<file path="config.mk">
export PLATFORM = sky130hd
export DESIGN_NAME = irq_vector_gen
export DESIGN_NICKNAME = d
export VERILOG_FILES = /design/src/rtl/irqvec_pkg.sv /design/src/rtl/irq_cfg_regs.sv /design/src/rtl/irq_pending.sv /design/src/rtl/irq_prio_pick.sv /design/src/rtl/irq_vector_gen.sv
export SDC_FILE = /design/constraint.sdc
export NUM_CORES = 1
export LEC_CHECK = 0
export ABC_CLOCK_PERIOD_IN_PS = 2000
export BUFFER_PORTS_ARGS = -buffer_cell sky130_fd_sc_hd__buf_2
export CAP_MARGIN = 10
export CORE_MARGIN = 5
export CORE_UTILIZATION = 45
export DETAILED_ROUTE_END_ITERATION = 6
export HOLD_SLACK_MARGIN = 0.08
export PLACE_DENSITY = 0.76
export SYNTH_ARGS = -nofsm -noshare
export SYNTH_HDL_FRONTEND = slang
export SYNTH_SLANG_ARGS = --single-unit
</file>
<file path="constraint.sdc">
create_clock -name clk -period 2 [get_ports clk]
set_clock_uncertainty 0.1 [all_clocks]
set_input_delay 0.2 -clock clk [delete_from_list [all_inputs] [get_ports clk]]
set_output_delay 0.2 -clock clk [all_outputs]
set_load 0.005 [all_outputs]
</file>
<file path="src/rtl/irqvec_pkg.sv">
package irqvec_pkg;
    localparam int NUM_SRC = 7;
    localparam int CODE_W  = $clog2(NUM_SRC + 1);
    localparam int DATA_W  = 8;
    localparam int HI_W    = DATA_W - CODE_W - 1;

    typedef enum logic [CODE_W-1:0] {
        SRC_NONE      = 3'd0,
        SRC_FIFO_CTL  = 3'd1,
        SRC_DIV_LATCH = 3'd2,
        SRC_LINE_CTL  = 3'd3,
        SRC_MODEM_CTL = 3'd4,
        SRC_RX_DATA   = 3'd5,
        SRC_TX_TOUT   = 3'd6,
        SRC_TX_EMPTY  = 3'd7
    } src_code_e;

    typedef struct packed {
        logic               master;
        logic [NUM_SRC-1:0] src_en;
    } enable_reg_t;

    typedef struct packed {
        logic [HI_W-1:0]   hi;
        logic [CODE_W-1:0] mid;
    } vector_reg_t;

    // Highest set index wins; code = index + 1, zero when nothing set.
    function automatic src_code_e code_of(input logic [NUM_SRC-1:0] v);
        src_code_e c;
        c = SRC_NONE;
        for (int i = 0; i < NUM_SRC; i++) begin
            if (v[i]) c = src_code_e'(CODE_W'(i + 1));
        end
        return c;
    endfunction
endpackage

</file>
<file path="src/rtl/irq_cfg_regs.sv">
module irq_cfg_regs
    import irqvec_pkg::*;
(
    input  logic              clk,
    input  logic              rst,
    input  logic              wr_en,
    input  logic              wr_sel,
    input  logic [DATA_W-1:0] wdata,
    output enable_reg_t       en_q,
    output enable_reg_t       en_nxt,
    output vector_reg_t       vec_q
);
    vector_reg_t vec_nxt;

    always_comb begin
        en_nxt  = en_q;
        vec_nxt = vec_q;
        if (wr_en && !wr_sel) en_nxt = enable_reg_t'(wdata);
        if (wr_en && wr_sel)  vec_nxt = vector_reg_t'(wdata[DATA_W-1:1]);
    end

    always_ff @(posedge clk) begin
        if (rst) begin
            en_q  <= '0;
            vec_q <= '0;
        end else begin
            en_q  <= en_nxt;
            vec_q <= vec_nxt;
        end
    end
endmodule

</file>
<file path="src/rtl/irq_pending.sv">
module irq_pending
    import irqvec_pkg::*;
(
    input  logic               clk,
    input  logic               rst,
    input  logic [NUM_SRC-1:0] req,
    input  logic [NUM_SRC-1:0] clr,
    output logic [NUM_SRC-1:0] pend_q,
    output logic [NUM_SRC-1:0] pend_nxt
);
    // A new request overrides a clear of the same source.
    always_comb pend_nxt = (pend_q & ~clr) | req;

    always_ff @(posedge clk) begin
        if (rst) pend_q <= '0;
        else     pend_q <= pend_nxt;
    end

    AST_CLR_ONEHOT: assert property (@(posedge clk) disable iff (rst)
        $onehot0(clr));
    AST_REQ_LATCHES: assert property (@(posedge clk) disable iff (rst)
        (|req) |=> ((pend_q & $past(req)) == $past(req)));
    AST_CLR_DROPS: assert property (@(posedge clk) disable iff (rst)
        (|(clr & ~req)) |=> ((pend_q & $past(clr & ~req)) == '0));
    AST_PEND_HOLD: assert property (@(posedge clk) disable iff (rst)
        (clr == '0) |=> ((pend_q & $past(pend_q)) == $past(pend_q)));
endmodule

</file>
<file path="src/rtl/irq_prio_pick.sv">
module irq_prio_pick
    import irqvec_pkg::*;
(
    input  logic [NUM_SRC-1:0] vis,
    output logic [NUM_SRC-1:0] grant,
    output src_code_e          code
);
    for (genvar i = 0; i < NUM_SRC; i++) begin : g_grant
        if (i == NUM_SRC - 1) begin : g_top
            assign grant[i] = vis[i];
        end else begin : g_low
            assign grant[i] = vis[i] & ~(|vis[NUM_SRC-1:i+1]);
        end
    end

    assign code = code_of(vis);
endmodule

</file>
<file path="src/rtl/irq_vector_gen.sv">
module irq_vector_gen
    import irqvec_pkg::*;
(
    input  logic        clk,
    input  logic        rst,
    input  logic        reg_wr,
    input  logic        reg_sel,
    input  logic [7:0]  reg_wdata,
    output logic [7:0]  reg_rdata,
    input  logic [6:0]  req_in,
    input  logic        ack,
    output logic [6:0]  clr_out,
    input  logic        vec_mode,
    output logic        irq_out,
    output logic [7:0]  vec_byte
);
    enable_reg_t        en_q, en_nxt;
    vector_reg_t        vec_q;
    logic [NUM_SRC-1:0] pend_q, pend_nxt, vis, vis_nxt, grant, clr;
    src_code_e          code;
    logic [CODE_W-1:0]  mid_sel;
    logic               irq_q;

    irq_cfg_regs u_regs (
        .clk(clk), .rst(rst), .wr_en(reg_wr), .wr_sel(reg_sel),
        .wdata(reg_wdata), .en_q(en_q), .en_nxt(en_nxt), .vec_q(vec_q)
    );

    irq_pending u_pend (
        .clk(clk), .rst(rst), .req(req_in), .clr(clr),
        .pend_q(pend_q), .pend_nxt(pend_nxt)
    );

    always_comb vis = en_q.master ? (pend_q & en_q.src_en) : '0;

    irq_prio_pick u_pick (.vis(vis), .grant(grant), .code(code));

    always_comb clr = ack ? grant : '0;
    assign clr_out = clr;

    // Registered from next-state so it lines up with the pending flags.
    always_comb vis_nxt = en_nxt.master ? (pend_nxt & en_nxt.src_en) : '0;

    always_ff @(posedge clk) begin
        if (rst) irq_q <= 1'b0;
        else     irq_q <= |vis_nxt;
    end
    assign irq_out = irq_q;

    always_comb mid_sel = vec_mode ? code : vec_q.mid;
    assign vec_byte  = {vec_q.hi, mid_sel, 1'b0};
    assign reg_rdata = reg_sel ? vec_byte : en_q;

    AST_MASTER_GATES: assert property (@(posedge clk) disable iff (rst)
        !en_q.master |-> !irq_out);
    AST_IDLE_CODE: assert property (@(posedge clk) disable iff (rst)
        (vec_mode && !irq_out) |-> (vec_byte[3:1] == 3'd0));
    AST_IRQ_HAS_CODE: assert property (@(posedge clk) disable iff (rst)
        (vec_mode && irq_out) |-> (vec_byte[3:1] != 3'd0));
    AST_GRANT_CODE: assert property (@(posedge clk) disable iff (rst)
        (grant == '0) == (code == SRC_NONE));
endmodule

</file>
### Word level (Yosys, flattened, before mapping)

Cells that the tools add are included.

| operators by class | value |
|---|---|
| multiplexer cells | 13 |
| bitwise gates (word level) | 17 |
| reductions and logical operators | 9 |

Operators with widths:

| cell | count |
|---|---|
| bitwise AND 7 bit | 3 |
| two-way mux 3 bit | 7 |
| two-way mux 7 bit | 3 |
| two-way mux 8 bit | 2 |
| NOT 7 bit | 1 |
| OR 7 bit | 1 |
| OR reduction 7 bit | 1 |
| bitwise AND 1 bit | 6 |
| NOT 1 bit | 6 |
| OR reduction 6 bit | 1 |
| OR reduction 5 bit | 1 |
| OR reduction 4 bit | 1 |
| OR reduction 3 bit | 1 |
| logical AND 1 bit | 2 |
| OR reduction 2 bit | 1 |
| logical NOT 1 bit | 1 |
| two-way mux 1 bit | 1 |

| storage, ports and cells | value |
|---|---|
| flip-flop bits (word level) | 23 |
| input bits | 21 |

### Depth between registers and ports, before layout

Gate-level depths: netlist (run 1).

| depth | value |
|---|---|
| word-level depth | 12 |
| gate-level depth with buffers | 9 |

### Hierarchy

A second synthesis (run 1) with hierarchy kept.

| unflattened totals | value |
|---|---|
| cells, all modules | 155 |
| area total of the unflattened synthesis | 1,516.5 um2 |

Modules (own cells, without submodules):

| module | times used | cells an instance | area an instance (um2) |
|---|---|---|---|
| irq_cfg_regs | 1 | 69 | 764.5 |
| irq_pending | 1 | 35 | 324.1 |
| irq_vector_gen | 1 | 34 | 302.8 |
| irq_prio_pick | 1 | 17 | 125.1 |

### Worst setup path after synthesis (run 1)

OpenSTA, ideal clock, no wires.

| path | value |
|---|---|
| kind | reg2out |
| from | register, netlist name u_regs.en_q[1] |
| to | output port reg_rdata[1] |
| arrival time | 1.272 ns |
| data required time | 1.700 ns |
| slack | 0.428 ns |
| cell stages (with the launch flop) | 7 |
| path buffers | 0 |
| cells stage by stage | dfxtp_1 nand2_1 and4_1 a31oi_1 a21oi_1 o22a_1 mux2_2 |

| between the ends | value |
|---|---|
| longest elaborated chain between the ends | 10 |

RTL lines:

| what | line | text |
|---|---|---|
| bitwise AND 7 bit | irq_vector_gen.sv:34 | `always_comb vis = en_q.master ? (pend_q & en_q.src_en) : '0;` |
| two-way mux 7 bit | irq_vector_gen.sv:34 |  |
| two-way mux 3 bit (6 in series) | irqvec_pkg.sv:33 | `if (v[i]) c = src_code_e'(CODE_W'(i + 1));` |
| two-way mux 3 bit | irq_vector_gen.sv:50 | `always_comb mid_sel = vec_mode ? code : vec_q.mid;` |
| named net vec_byte[1] | irq_vector_gen.sv:15 | `output logic [7:0] vec_byte` |
| two-way mux 8 bit | irq_vector_gen.sv:52 | `assign reg_rdata = reg_sel ? vec_byte : en_q;` |
| end, declared | irq_vector_gen.sv:9 | `output logic [7:0] reg_rdata,` |

The timed path passes the listed nets, and every way through them passes these cells.

### Worst setup path after layout (run 1)

| path | value |
|---|---|
| from | register u_pend.pend_q[1] |
| to | output port reg_rdata[1] |

| between the ends | value |
|---|---|
| longest elaborated chain between the ends | 10 |

RTL lines:

| what | line | text |
|---|---|---|
| start, declared | irq_pending.sv:8 | `output logic [NUM_SRC-1:0] pend_q,` |
| start signal, assigned | irq_pending.sv:16 | `else pend_q <= pend_nxt;` |
| bitwise AND 7 bit | irq_vector_gen.sv:34 |  |
| two-way mux 7 bit | irq_vector_gen.sv:34 |  |
| two-way mux 3 bit (6 in series) | irqvec_pkg.sv:33 |  |
| two-way mux 3 bit | irq_vector_gen.sv:50 |  |
| two-way mux 8 bit | irq_vector_gen.sv:52 |  |

No other way between the ends.

==> results.md, run 1 <==
* Synthesized area per cell at 8.33 um^2
* Synth Area in XOR/XNOR at 0%
* CTS Buf Count at 3
* Synth Area in Adders at 0%
* Place WS at 176 ps
* Worst-Skew Late Latency at 320 ps
* CTS Root Cell: clkbuf_4
* HP Class: primary input to flop
* EDFF count, synth at 0
* Gpl congestion at 0.901
* CP Capture Type: output pin
* Failing checks: negative setup slack
* CTS tree: built
* Netlist cell types at 39
* Fillers at 246
* H-tree Lvls at 1
* GR Util All Layers at 18.4%
* Largest net degree at the start of global routing at 24
* Placed cell area at 1430 um^2
* Layout area overhead at 33.7%
* Post-synth ARST share at 0%
* Die area at 3950 um^2
* DRT Wirelength at 3.63 mm
* Combinational family with the most area after synthesis: simple AND/OR/NAND/NOR gates
* Grt total ovfl at 0
* Unrepaired setup endpoints after global routing: true
* Required @ worst endpoint at 1700 ps
* Initial antenna violation count at 0
* Die span in y at 62.9 um
* Clock buffer depth at 2
* Pwr Density at 548 nW/um^2
* Synthesized netlist cell count at 151
* Fmax at 498 MHz
* Vias after detailed routing at 1305
* Core area at 2710 um^2
* Crit Path Class: flop to output pin
* Worst vdd ir at 0.424 mV
* Fin worst setup slack at -9.03 ps
* Compound-cell area share of the yosys netlist at 17.7%
* Cell Area, Synth at 1260 um^2
* Synth warn at 0
* Post-route minimum period at 2010 ps
* Net load switching power at 0.259 mW
* Power share of the sequential group at 55.1%
* Die Span X at 62.9 um
* Endpoints failing setup at 1
* Finished Cell Area at 1680 um^2
* Crit-path max FO at 2
* Fin Hold WS at 136 ps
* Yosys reg bits at 23
* Fin crit share at 100%
* Status: complete, but fails checks
* Comb pwr share at 20.9%
* Total Power at 0.922 mW
* Vias/cell at 5.46
* Setup crit start kind: flop
* Layout Nets at 230
* Clk slew on worst S/H paths at 120 ps
* Io pins at 45
* Number of max-cap violations at 0
* Vias in the first global route at 1264
* Hold path start: reg_wr
* Switching fraction of total power at 28.1%
* Port Buffers at 43
* DR pass1 iterations at 4
* Syn nets at 172
* WL per Instance at 15.2 um
* CP startpoint: u_pend.pend_q[1]
* Simple-gate share of the synthesized area at 25.8%
* Routed Antenna Nets at 0
* DRC viols at 0
* Hold Vio Cnt, Final at 0
* Layout cells sized above 1 at 38.5%
* Sequential share of the synthesized area at 36.6%
* Multiplexer share of the synthesized area at 11.7%
* Drt initial violations at 62
* Clk pwr share at 24.0%
* Starting Density at 46.4%
* Lkg Pwr at 0.822 nW
* Hpwl dp at 2.63 mm
* Max-slew violation count at 0
* Worst Path Arrival at 1710 ps
* Critical R2R Launch: u_regs.en_q[7]
* CTS Sinks at 23
* Top_reg_cell synth: dfxtp_1
* First-pass GRT wire length at 5.89 mm
* Pint at 0.662 mW
* Row count at 19
* # diodes at 0
sequential cells by signal (all words and copies together), names as in the netlist:
register and flops:
irq_out 1, u_pend.pend_q 7, u_regs.en_q 8, u_regs.vec_q 7
worst paths after layout:
path	endpoint	slack, ps	cells after the start
max reg2reg	irq_out	300	6
min	u_regs.vec_q[5]	140	3
max	reg_rdata[1]	-9	7
min reg2reg	u_regs.vec_q[0]	370	2
cell usage in the layout, fill, tap and decap left out, types with 2 or more instances in the layout:
| master | n |
|---|---|
| nand2_2 | 4 |
| mux2i_1 | 8 |
| nor2b_1 | 2 |
| mux2_2 | 5 |
| nor2_1 | 24 |
| nand2_1 | 17 |
| dlygate4sd3_1 | 15 |
| dfxtp_1 | 16 |
| nor3_1 | 2 |
| inv_1 | 2 |
| a21oi_1 | 17 |
| buf_2 | 42 |
| buf_4 | 7 |
| dfxtp_2 | 7 |
| clkbuf_4 | 3 |
| nor3b_2 | 2 |
| nand3_1 | 9 |
| o32a_1 | 2 |
logic make-up after synthesis:
family | count (synthesis)
buf+inv | 15
compound gates | 32
simple gates | 66
flops | 23
other cells | 1
mux | 14
per-layer routing:
| layer | vias up | GRT usage [%] | wire length, um |
|---|---|---|---|
| met2 | 65 | 30.5 | 1760 |
| met3 | 14 | 5.04 | 256 |
| li1 | 635 | - | - |
| met5 | - | 0 | 0 |
| met4 | 0 | 8.75 | 112 |
| met1 | 591 | 21.7 | 1500 |
layout make-up:
cell class | instances | area, um^2 | area share [%]
multi-input cells | 113 | 712 | 42.3
flip-flops and latches | 23 | 469 | 27.9
repair buffers | 65 | 424 | 25.2
well taps | 31 | 38.8 | 2.31
clock buffers | 4 | 26.3 | 1.56
inverters | 3 | 11.3 | 0.670
Yosys cell counts, drive strengths merged (3+ instances only):
cell type / instances / share of area, %
nor2: 24 / 7.2
dfxtp: 23 / 37
nand2: 22 / 7.6
a21oi: 18 / 7.5
buf: 9 / 6.1
nand3: 9 / 3.6
mux2i: 8 / 6.4
mux2: 6 / 5.4
clkbuf: 3 / 0.90
inv: 3 / 0.90
worst max-delay path, stage by stage (launching register included):
cell,delay (ps)
dfxtp_2,360
nand2_2,50
and4_1,180
a31oi_1,160
a21oi_1,60
o22a_1,190
mux2_4,280
buf_6,120
stage by stage:
step,instances,TNS [ps],utilization (%)
6_report,239,-9.03,62.0
5_1_grt,239,-199,62.0
4_1_cts,237,0,60.8
3_5_place_dp,214,0,52.8
3_3_place_gp,214,0,52.8
2_1_floorplan,151,0,-
timing repair:
item | in CTS | in global routing
gates cloned | 0 | 0
pin swaps | 3 | 0
endpoints found under the hold margin | 17 | 1
resized for setup | 8 | 5
buffers inserted | 5 | 1
setup endpoints to repair | 2 | 4
hold buffers | 14 | 1
power groups by stage:
| stage | logic, mW | registers, mW | clock network, mW |
|---|---|---|---|
| after floorplan | 0.107 | 0.509 | 0 |
| after global placement | 0.151 | 0.516 | 0 |
| after detailed placement | 0.156 | 0.517 | 0 |
| after CTS | 0.186 | 0.507 | 0.227 |
| after global routing | 0.211 | 0.512 | 0.250 |
| final | 0.193 | 0.508 | 0.221 |
Power figures use the tool's default switching activity.
==> run 2: changes to the inputs <==
- ABC_AREA: unset -> 1
- MAX_ROUTING_LAYER: unset -> met4
==> run 2 against run 1 <==
Net effect: the run now ends clean; setup slack better by 100 ps; sequential share of layout area down 0.30 points; sequential power up 0.8%; final area unchanged; power up 1.8%; combinational power up 5%; utilization down 0.54 points; via count up 6.5%; cell count up 21%; synthesized area up 2.1%; non-clock buffer count down 5; synthesized cell count up 35%; critical path type unchanged; critical endpoint is now reg_rdata[2]; largest cell class unchanged; largest power group unchanged.
==> results.md, run 2 <==
* Syn nets at 225
* Pwr Density at 558 nW/um^2
* Endpoints failing setup at 0
* DRT Wirelength at 3.29 mm
* CTS Buf Count at 3
* Commonest cells post-synth: nand2_1 (49), inv_1 (35), nor2_1 (32), dfxtp_1 (23), o21ai_0 (22)
* CTS tree: built
* WHS Endpoint: u_regs.en_q[0]
* Initial antenna violation count at 0
* First-pass GRT wire length at 5.35 mm
* Crit-path max FO at 4
* Power share of the sequential group at 54.6%
* GR Util All Layers at 16.4%
* Pint at 0.660 mW
* Clk pwr share at 23.8%
* Grt total ovfl at 0
* # diodes at 0
* Post-synth ARST share at 0%
* CTS Sinks at 23
* Number of max-cap violations at 0
* Place WS at 307 ps
* Io pins at 45
* Required @ worst endpoint at 1700 ps
* Total Power at 0.938 mW
* Hold Vio Cnt, Final at 0
* Post-route minimum period at 1910 ps
* Row count at 19
* Setup crit start kind: flop
* Layout cells sized above 1 at 24.7%
* Starting Density at 47.0%
* Fmax at 525 MHz
* Yosys reg bits at 23
* Hpwl dp at 2.52 mm
* Share of the synthesized area in the top cell type at 35.9%
* Switching fraction of total power at 29.7%
* Crit Path Class: flop to output pin
* Drt initial violations at 73
* CP max stage delay at 380 ps
* Setup TNS Final at 0 ps
* Cells after DPL at 270
* Most common cell after layout, fill and taps aside: nand2_1
* Most frequent cells in the layout: nand2_1 (49), buf_2 (43), inv_1 (34)
* Die Span X at 63.4 um
* Hold path start: reg_wdata[0]
* Vias/cell at 4.79
* DRC viols at 0
* Port Buffers at 43
* Worst-path cell chain: buf_4, nand3_1, nand2_1, a21oi_1, o22a_1, nand2_1, o21ai_0, buf_2
* Gpl congestion at 0.906
* Worst Path Arrival at 1610 ps
* Die span in y at 63.4 um
* R2R depth at 9
* Net load switching power at 0.278 mW
* Vias in the first global route at 1223
* Layout area overhead at 31.0%
* Fin crit share at 95.3%
* Top_reg_cell synth: dfxtp_1
* Sequential share of the synthesized area at 35.9%
* Largest cells by area after synthesis: dfxtp_1 (36%), nand2_1 (14%), inv_1 (10%), nor2_1 (9.4%), o21ai_0 (8.6%)
* Clk slew on worst S/H paths at 130 ps
* Reg with most FFs: u_regs.en_q
* Synthesized netlist cell count at 204
* Setup slack, reg-to-reg at 410 ps
* Synthesized area per cell at 6.29 um^2
* Synth warn at 0
* H-tree Lvls at 1
* Worst vdd ir at 0.401 mV
* Routed Antenna Nets at 0
* Status: finished, final reports clean
* Largest net degree at the start of global routing at 17
* CP Capture Type: output pin
* Top-count cell post-synth: nand2_1
* Post-synth top area cell: dfxtp_1
* Clock buffer depth at 2
* Worst-Skew Late Latency at 320 ps
* Die area at 4020 um^2
* Post-Layout Cell Count at 290
* Netlist cell types at 22
* WL per Instance at 11.3 um
* CTS Root Cell: clkbuf_4
* Critical R2R Launch: u_regs.en_q[7]
* Core area at 2730 um^2
* Vias after detailed routing at 1390
* CP max-delay cell: dfxtp_4
* Max-slew violation count at 0
* Biggest registers after layout: u_regs.en_q x8, u_pend.pend_q x7, u_regs.vec_q x7
* Max reg flops at 8
* Critical Path Most Common Cell: nand2_1
* Comb pwr share at 21.6%
* Lkg Pwr at 0.966 nW
* Fin worst setup slack at 93.6 ps
* DR pass1 iterations at 4
* Layout Nets at 281
* HP Class: primary input to flop
* EDFF count, synth at 0
* Crit Reg-Reg Endpoint: irq_out
* Cell Area, Synth at 1280 um^2
* Hold path cells at 3
## run 2: worst max path at each step
stage	depth (start not counted)	to	from	slack, ps
3_3_place_gp	10	reg_rdata[1]	u_regs.en_q[7]	360
2_1_floorplan	7	reg_rdata[3]	u_regs.en_q[7]	630
4_1_cts	10	reg_rdata[1]	u_regs.en_q[7]	50
6_report	8	reg_rdata[2]	u_regs.en_q[7]	90
3_5_place_dp	10	reg_rdata[1]	u_regs.en_q[7]	310
5_1_grt	10	reg_rdata[1]	u_regs.en_q[7]	-20
## run 2: power by group through the flow
stage	registers (mW)	logic (mW)	clock network, mW
final	0.512	0.203	0.224
after global routing	0.516	0.230	0.244
after CTS	0.512	0.195	0.219
after detailed placement	0.522	0.175	0
after global placement	0.522	0.172	0
after floorplan	0.516	0.119	0
## run 2: final cells by class
class	instances	area, um^2
Fill cell	261	1050
Multi-Input combinational cell	136	638
Sequential cell	23	464
Timing Repair Buffer	60	379
Inverter	36	135
Tap cell	31	38.8
Clock buffer	4	26.3
## run 2: stage by stage
| stage | utilization, % | area [um^2] | hold WS [ps] |
|---|---|---|---|
| final | 61.5 | 1680 | 79.6 |
| after global placement | 54.2 | 1480 | 355 |
| after floorplan | - | 1280 | 169 |
| after global routing | 61.5 | 1680 | 128 |
| after detailed placement | 54.2 | 1480 | 363 |
| after CTS | 60.0 | 1640 | 90.4 |
## run 2: layer usage
metal / track usage, % / vias up / share of wire (%)
met5: - / - / 0
met4: 3.90 / 0 / 1.3
met3: 2.31 / 5 / 6.5
met2: 24.7 / 56 / 43
met1: 23.1 / 594 / 49
li1: - / 735 / -
## run 2: kinds of logic after synthesis
group           after synthesis  synth area share (%)
buf+inv                      45                  15.5
other cells                   1                 0.292
flops                        23                  35.9
compound gates               38                  16.1
simple gates                 97                  32.3
## run 2: repair_timing
| action | in CTS | in global routing |
|---|---|---|
| hold buffers | 13 | 0 |
| endpoints found under the hold margin | 13 | 0 |
| resized for setup | 1 | 8 |
| pin swaps | 0 | 4 |
| setup buffers | 0 | 3 |
| setup endpoints to repair | 2 | 4 |
## run 2: worst max-delay path, delay by kind of cell (launching register included)
| kind | cells | cell delay [ps] |
|---|---|---|
| DFF | 1 | 380 |
| AOI/OAI and AO/OA | 3 | 380 |
| buffers and inverters | 2 | 280 |
| and+or+nand+nor | 3 | 250 |
